<file path="src/rtl/irqv_pkg.sv">
// Package: shared mode encoding and default sizes for the interrupt vector generator.
// Assumes: nothing beyond IEEE 1800-2017.
package irqv_pkg;

    // Vector build mode selected by the priority-enable input.
    typedef enum logic {
        VEC_RAW  = 1'b0,
        VEC_PRIO = 1'b1
    } vec_mode_e;

    localparam int unsigned DEF_NUM_REQ     = 7;
    localparam int unsigned DEF_SYNC_STAGES = 2;

endpackage

</file>
<file path="src/rtl/irqv_sync.sv">
// Module: multi-stage flop synchronizer for a bus of independent asynchronous bits.
// Assumes: each bit is treated separately (no bus coherence); reset loads RST_VAL,
// which for active-low lines is the idle level.
module irqv_sync #(
    parameter int unsigned      W      = 7,
    parameter int unsigned      STAGES = 2,
    parameter logic [W-1:0]     RST_VAL = '1
) (
    input  logic         clk,
    input  logic         rst_n,
    input  logic [W-1:0] d_async,
    output logic [W-1:0] q_sync
);

    logic [W-1:0] stg [STAGES];

    // First stage samples the asynchronous input.
    always_ff @(posedge clk) begin
        if (!rst_n) stg[0] <= RST_VAL;
        else        stg[0] <= d_async;
    end

    // Remaining stages shift the sample towards the output.
    for (genvar s = 1; s < STAGES; s++) begin : g_stage
        always_ff @(posedge clk) begin
            if (!rst_n) stg[s] <= RST_VAL;
            else        stg[s] <= stg[s-1];
        end
    end

    assign q_sync = stg[STAGES-1];

endmodule

</file>
<file path="src/rtl/irqv_encode.sv">
// Module: builds the acknowledge vector from synchronized active-low requests.
// Raw mode: {1, req_n}. Priority mode: only the lowest-numbered active request is
// cleared. Assumes: req_n is already synchronous to the clock.
module irqv_encode
    import irqv_pkg::*;
#(
    parameter int unsigned NUM_REQ = 7,
    localparam int unsigned VEC_W  = NUM_REQ + 1
) (
    input  logic [NUM_REQ-1:0] req_n,
    input  vec_mode_e          mode,
    output logic [VEC_W-1:0]   vec
);

    logic [NUM_REQ-1:0] active;
    logic [NUM_REQ-1:0] lowest;

    // Isolate the lowest set bit of the active-high request set.
    always_comb begin
        active = ~req_n;
        lowest = active & (~active + NUM_REQ'(1));
    end

    // Select the vector according to the mode.
    always_comb begin
        if (mode == VEC_PRIO) vec = {1'b1, ~lowest};
        else                  vec = {1'b1, req_n};
    end

endmodule

</file>
<file path="src/rtl/irqv_ack_ctrl.sv">
// Module: acknowledge handshake. Captures the vector on a falling synchronized
// acknowledge and enables the bus until the acknowledge returns high.
// Assumes: inta_s is synchronized; vec_in is valid in the capture cycle.
module irqv_ack_ctrl #(
    parameter int unsigned VEC_W = 8
) (
    input  logic             clk,
    input  logic             rst_n,
    input  logic             inta_s,
    input  logic [VEC_W-1:0] vec_in,
    output logic [VEC_W-1:0] vec_q,
    output logic             oe
);

    logic inta_d;
    logic fall;

    // Delayed copy of the acknowledge for edge detection.
    always_ff @(posedge clk) begin
        if (!rst_n) inta_d <= 1'b1;
        else        inta_d <= inta_s;
    end

    // Falling edge of the synchronized acknowledge.
    assign fall = inta_d & ~inta_s;

    // Capture the vector once per acknowledge and hold it.
    always_ff @(posedge clk) begin
        if (!rst_n)    vec_q <= '0;
        else if (fall) vec_q <= vec_in;
    end

    // Bus enable set at capture, cleared once the acknowledge is released.
    always_ff @(posedge clk) begin
        if (!rst_n)      oe <= 1'b0;
        else if (fall)   oe <= 1'b1;
        else if (inta_s) oe <= 1'b0;
    end

endmodule

</file>
<file path="src/rtl/irq_vector_gen.sv">
// Module: top of the multi-source interrupt vector generator.
// Combines active-low requests into one interrupt output and answers the
// acknowledge with a vector byte plus an output enable for an external bus driver.
// Assumes: irq_n and inta_n are asynchronous; clk is faster than the handshake.
module irq_vector_gen
    import irqv_pkg::*;
#(
    parameter int unsigned NUM_REQ     = DEF_NUM_REQ,
    parameter int unsigned SYNC_STAGES = DEF_SYNC_STAGES,
    localparam int unsigned VEC_W      = NUM_REQ + 1
) (
    input  logic               clk,
    input  logic               rst_n,
    input  logic [NUM_REQ-1:0] irq_n,
    input  logic               inta_n,
    input  logic               prio_en,
    output logic               intr,
    output logic [VEC_W-1:0]   vec_out,
    output logic               vec_oe
);

    logic [NUM_REQ-1:0] irq_s;
    logic               inta_s;
    logic [VEC_W-1:0]   vec_next;
    logic [VEC_W-1:0]   vec_q;
    vec_mode_e          mode;

    irqv_sync #(.W(NUM_REQ), .STAGES(SYNC_STAGES), .RST_VAL('1)) i_req_sync (
        .clk     (clk),
        .rst_n   (rst_n),
        .d_async (irq_n),
        .q_sync  (irq_s)
    );

    irqv_sync #(.W(1), .STAGES(SYNC_STAGES), .RST_VAL(1'b1)) i_ack_sync (
        .clk     (clk),
        .rst_n   (rst_n),
        .d_async (inta_n),
        .q_sync  (inta_s)
    );

    // Mode decode from the priority-enable pin.
    assign mode = prio_en ? VEC_PRIO : VEC_RAW;

    irqv_encode #(.NUM_REQ(NUM_REQ)) i_encode (
        .req_n (irq_s),
        .mode  (mode),
        .vec   (vec_next)
    );

    irqv_ack_ctrl #(.VEC_W(VEC_W)) i_ack (
        .clk    (clk),
        .rst_n  (rst_n),
        .inta_s (inta_s),
        .vec_in (vec_next),
        .vec_q  (vec_q),
        .oe     (vec_oe)
    );

    // Interrupt request: NAND of the synchronized active-low lines.
    assign intr    = ~&irq_s;
    // Bus value is quiet while the driver is disabled.
    assign vec_out = vec_oe ? vec_q : '0;

endmodule

</file>
<file path="config.mk">
export PLATFORM = sky130hd
export DESIGN_NAME = irq_vector_gen
export DESIGN_NICKNAME = d
export VERILOG_FILES = /design/src/rtl/irqv_pkg.sv /design/src/rtl/irqv_sync.sv /design/src/rtl/irqv_encode.sv /design/src/rtl/irqv_ack_ctrl.sv /design/src/rtl/irq_vector_gen.sv
export SDC_FILE = /design/constraint.sdc
export NUM_CORES = 1
export LEC_CHECK = 0
export BUFFER_PORTS_ARGS = -buffer_cell sky130_fd_sc_hd__buf_2
export CAP_MARGIN = 15
export CORE_AREA = 2 2 51 53
export CTS_BUF_LIST = sky130_fd_sc_hd__clkbuf_16
export DETAILED_ROUTE_END_ITERATION = 7
export DIE_AREA = 0 0 53 55
export PLACE_DENSITY_LB_ADDON = 0.05
export RECOVER_POWER = 100
export SYNTH_ARGS = -nofsm -noshare
export SYNTH_HDL_FRONTEND = slang
export SYNTH_HIERARCHICAL = 1
export SYNTH_SLANG_ARGS = --single-unit
</file>
<file path="constraint.sdc">
create_clock -name clk -period 1.77 [get_ports clk]
set_input_delay 0 -clock clk [delete_from_list [all_inputs] [get_ports clk]]
set_output_delay 0 -clock clk [all_outputs]
set_load 0.05 [all_outputs]
</file>
==> results.md <==
* Arr. time, crit path at 1350 ps
* Initial antenna violation count at 0
* Global-route wire length before repair at around 2300 um
* First-pass iteration count of the detailed router at 4
* Hold path start: prio_en
* Antenna diode count at 0
* GRT Max-Usage Layer: met2
* Gpl congestion at 0.763
* Maximum VDD drop at 626 uV
* Worst setup SP type: flop
* Die Height at 55 um
* Crit Path Category: reg2out
* Final #Nets at around 140
* Setup repair after global routing missed its margin: no
* Multiplexer share of the synthesized area at 0.0790
* Routed via count at 676
* Total negative slack at 0 ps
* Adder-cell share of the synthesized area at 0
* DP Worst Slack at 752 ps
* Clk sinks at 26
* Final Util at 0.521
* Mapped Cells at 101
* Clk_skew at between 3 and 4 ps
* CTS Root Cell: clkbuf_16
* Largest net degree at the start of global routing at 34
* Die Area at 2920 um2
* DR vias/cell at 4.33
* Vias in the first global route at 558
* Fmax achieved at 741 MHz
* ANT nets after route at 0
* Max-cap violations at 0
* Peak fanout along the critical path at 10
* Clk Latency, worst-skew pair at ~250 ps
* DR iter-0 viols at 4
* Cell count after placement at 145
* WL per Instance at 9.94 um
* Final min period at between 1000 and 1500 ps
* Synth Area in Compound Gates at 0.0519
* Avg Cell Area, Syn at 10.0 um2
* Count of final setup violators at 0
* Fin worst setup slack at between 400 and 500 ps
* DIE WIDTH at approximately 53 um
* Num rows at 18
* Synth Warn # at 6
* WL final at 1550 um
* Status: complete, no violations
* #FFs+latches synth at 26
* Worst Hold Class: in2reg
* Max Transition Viols Final at 0
* Core ar. at 2360 um2
* Period utilisation layout at 0.763
* M1 GR Usage at 0.121
* Post-route DRC at 0
* GRT Overall Usage at 0.115
* Final Hold Fails at 0
* Main combinational cell family by area after synthesis: simple AND/OR/NAND/NOR gates
* Synthesized area at 1010 um2
* Longest Clk Path Bufs at 2
* Least-Margin Pin Slew at around 610 ps
* CTS buffer count at 3
* Met3 Use GR at 0.0323
* Seq/Total Area, Yosys at 0.514
* XOR/XNOR Fraction of Synth Area at 0
* Layout area overhead at 21.5%
* CP Launch Point: i_ack/oe
* IO buf count at 20
* Layout cells sized above 1 at 0.151
* Post-synth cell types at 21
* H-tree levels at 1
* Grt ovf at 0
* Final Power at 1.21 mW
* Met2 Track Usage GR at 0.196
* CTS tree: done
* HPWL after DPL at ~980 um
* Clock transition at the registers of the reported paths at 60 ps
* Leakage at between 0.5 and 0.6 nW
* Slew HR at 0.596
* Crit. End Element: output port
* Worst flop-to-flop path startpoint: i_req_sync/stg[1][0]
* Pwr dens at 983 nW/um2
* Num ports at 21
* WP data required at 1770 ps
* Syn_nets at between 100 and 150
* Finished Layout Cells at 156
* Simple-Gate Fraction of Synth Area at 0.289
* Initial core utilization at 0.429
* Setup bufs post-CTS at 0
[cells by family after synthesis]
family                 Yosys count
buffers and inverters            9
AO/OA/AOI/OAI                    6
other                            1
AND/OR/NAND/NOR                 51
multiplexers                     8
flip-flops                      26
[critical path, cell delays in order (launching register included)]
cell and delay, ps:
dfxtp_1 460, and2_1 170, clkbuf_1 460
[state kept, by name (all words and copies together) (netlist names)]
register and flops:
i_ack/oe 1, i_ack/vec_q 8, i_ack_sync/stg 2, i_ack/inta_d 1
i_req_sync/stg 14
[layout make-up]
type / count / area [um2]
clock buffer: 3 / 75.1
fill: 237 / 1130
inverter: 3 / 11.3
multi-input combinational: 66 / 419
sequential: 26 / 520
tap: 30 / 37.5
timing repair buffer: 28 / 168
[cells in the final DEF, fill, tap and decap left out]
| master | instances |
|---|---|
| a21o_1 | 2 |
| a31oi_1 | 1 |
| a41oi_1 | 1 |
| and2_1 | 8 |
| and4_1 | 2 |
| buf_2 | 10 |
| clkbuf_1 | 10 |
| clkbuf_16 | 3 |
| conb_1 | 1 |
| dfxtp_1 | 26 |
| dlygate4sd3_1 | 8 |
| inv_1 | 3 |
| mux2i_1 | 8 |
| nand2_1 | 17 |
| nand2b_1 | 12 |
| nand2b_2 | 5 |
| nand3_1 | 1 |
| nand4_1 | 1 |
| nor2_1 | 4 |
| nor2b_4 | 1 |
| o21bai_1 | 2 |
[synth_stat cells]
| library cell | n | area share |
|---|---|---|
| nor2_1 | 4 | 0.015 |
| a31oi_1 | 1 | 0.0062 |
| o21bai_1 | 2 | 0.015 |
| nand4_1 | 1 | 0.0062 |
| and2_1 | 8 | 0.049 |
| and4_1 | 1 | 0.0086 |
| buf_4 | 2 | 0.015 |
| mux2i_1 | 8 | 0.079 |
| nand2b_1 | 12 | 0.074 |
| inv_1 | 3 | 0.011 |
| clkbuf_1 | 1 | 0.0037 |
| and4_4 | 1 | 0.011 |
| nand3_1 | 1 | 0.0049 |
| buf_6 | 3 | 0.033 |
| dfxtp_1 | 26 | 0.51 |
| nand2_1 | 17 | 0.063 |
| conb_1 | 1 | 0.0037 |
| nand2b_2 | 5 | 0.043 |
| a21o_1 | 2 | 0.015 |
| nor2b_4 | 1 | 0.014 |
| a41oi_2 | 1 | 0.016 |
[per-layer routing]
layer	up-vias	wire, um
li1	370	-
met1	281	720
met2	20	704
met3	5	83
met4	0	42
met5	-	0
[where the power goes]
group | switching [mW] | internal [mW] | total [mW]
Sequential | 0.0134 | 0.613 | 0.627
Combinational | 0.0540 | 0.0507 | 0.105
Clock | 0.180 | 0.299 | 0.478
[what timing repair did]
action	in CTS	in global routing
hold buffers	8	0
endpoints found under the hold margin	8	0
resized for setup	0	0
[stage by stage]
step	hold slack (ps)	instance area, um2
3_5_place_dp	182	1100
3_3_place_gp	180	1100
5_1_grt	207	1230
4_1_cts	169	1250
6_report	169	1230
2_1_floorplan	73.0	1010
[path summary, 6_finish.rpt]
kind,to,slack [ps],depth (start not counted)
worst max register to register,i_ack/vec_q[6],730,4
worst max-delay path,vec_out[5],420,2
worst min register to register,i_ack_sync/stg[1],400,1
worst min-delay path,i_ack/vec_q[1],170,5
No activity file was read; power rests on OpenSTA's default activity.
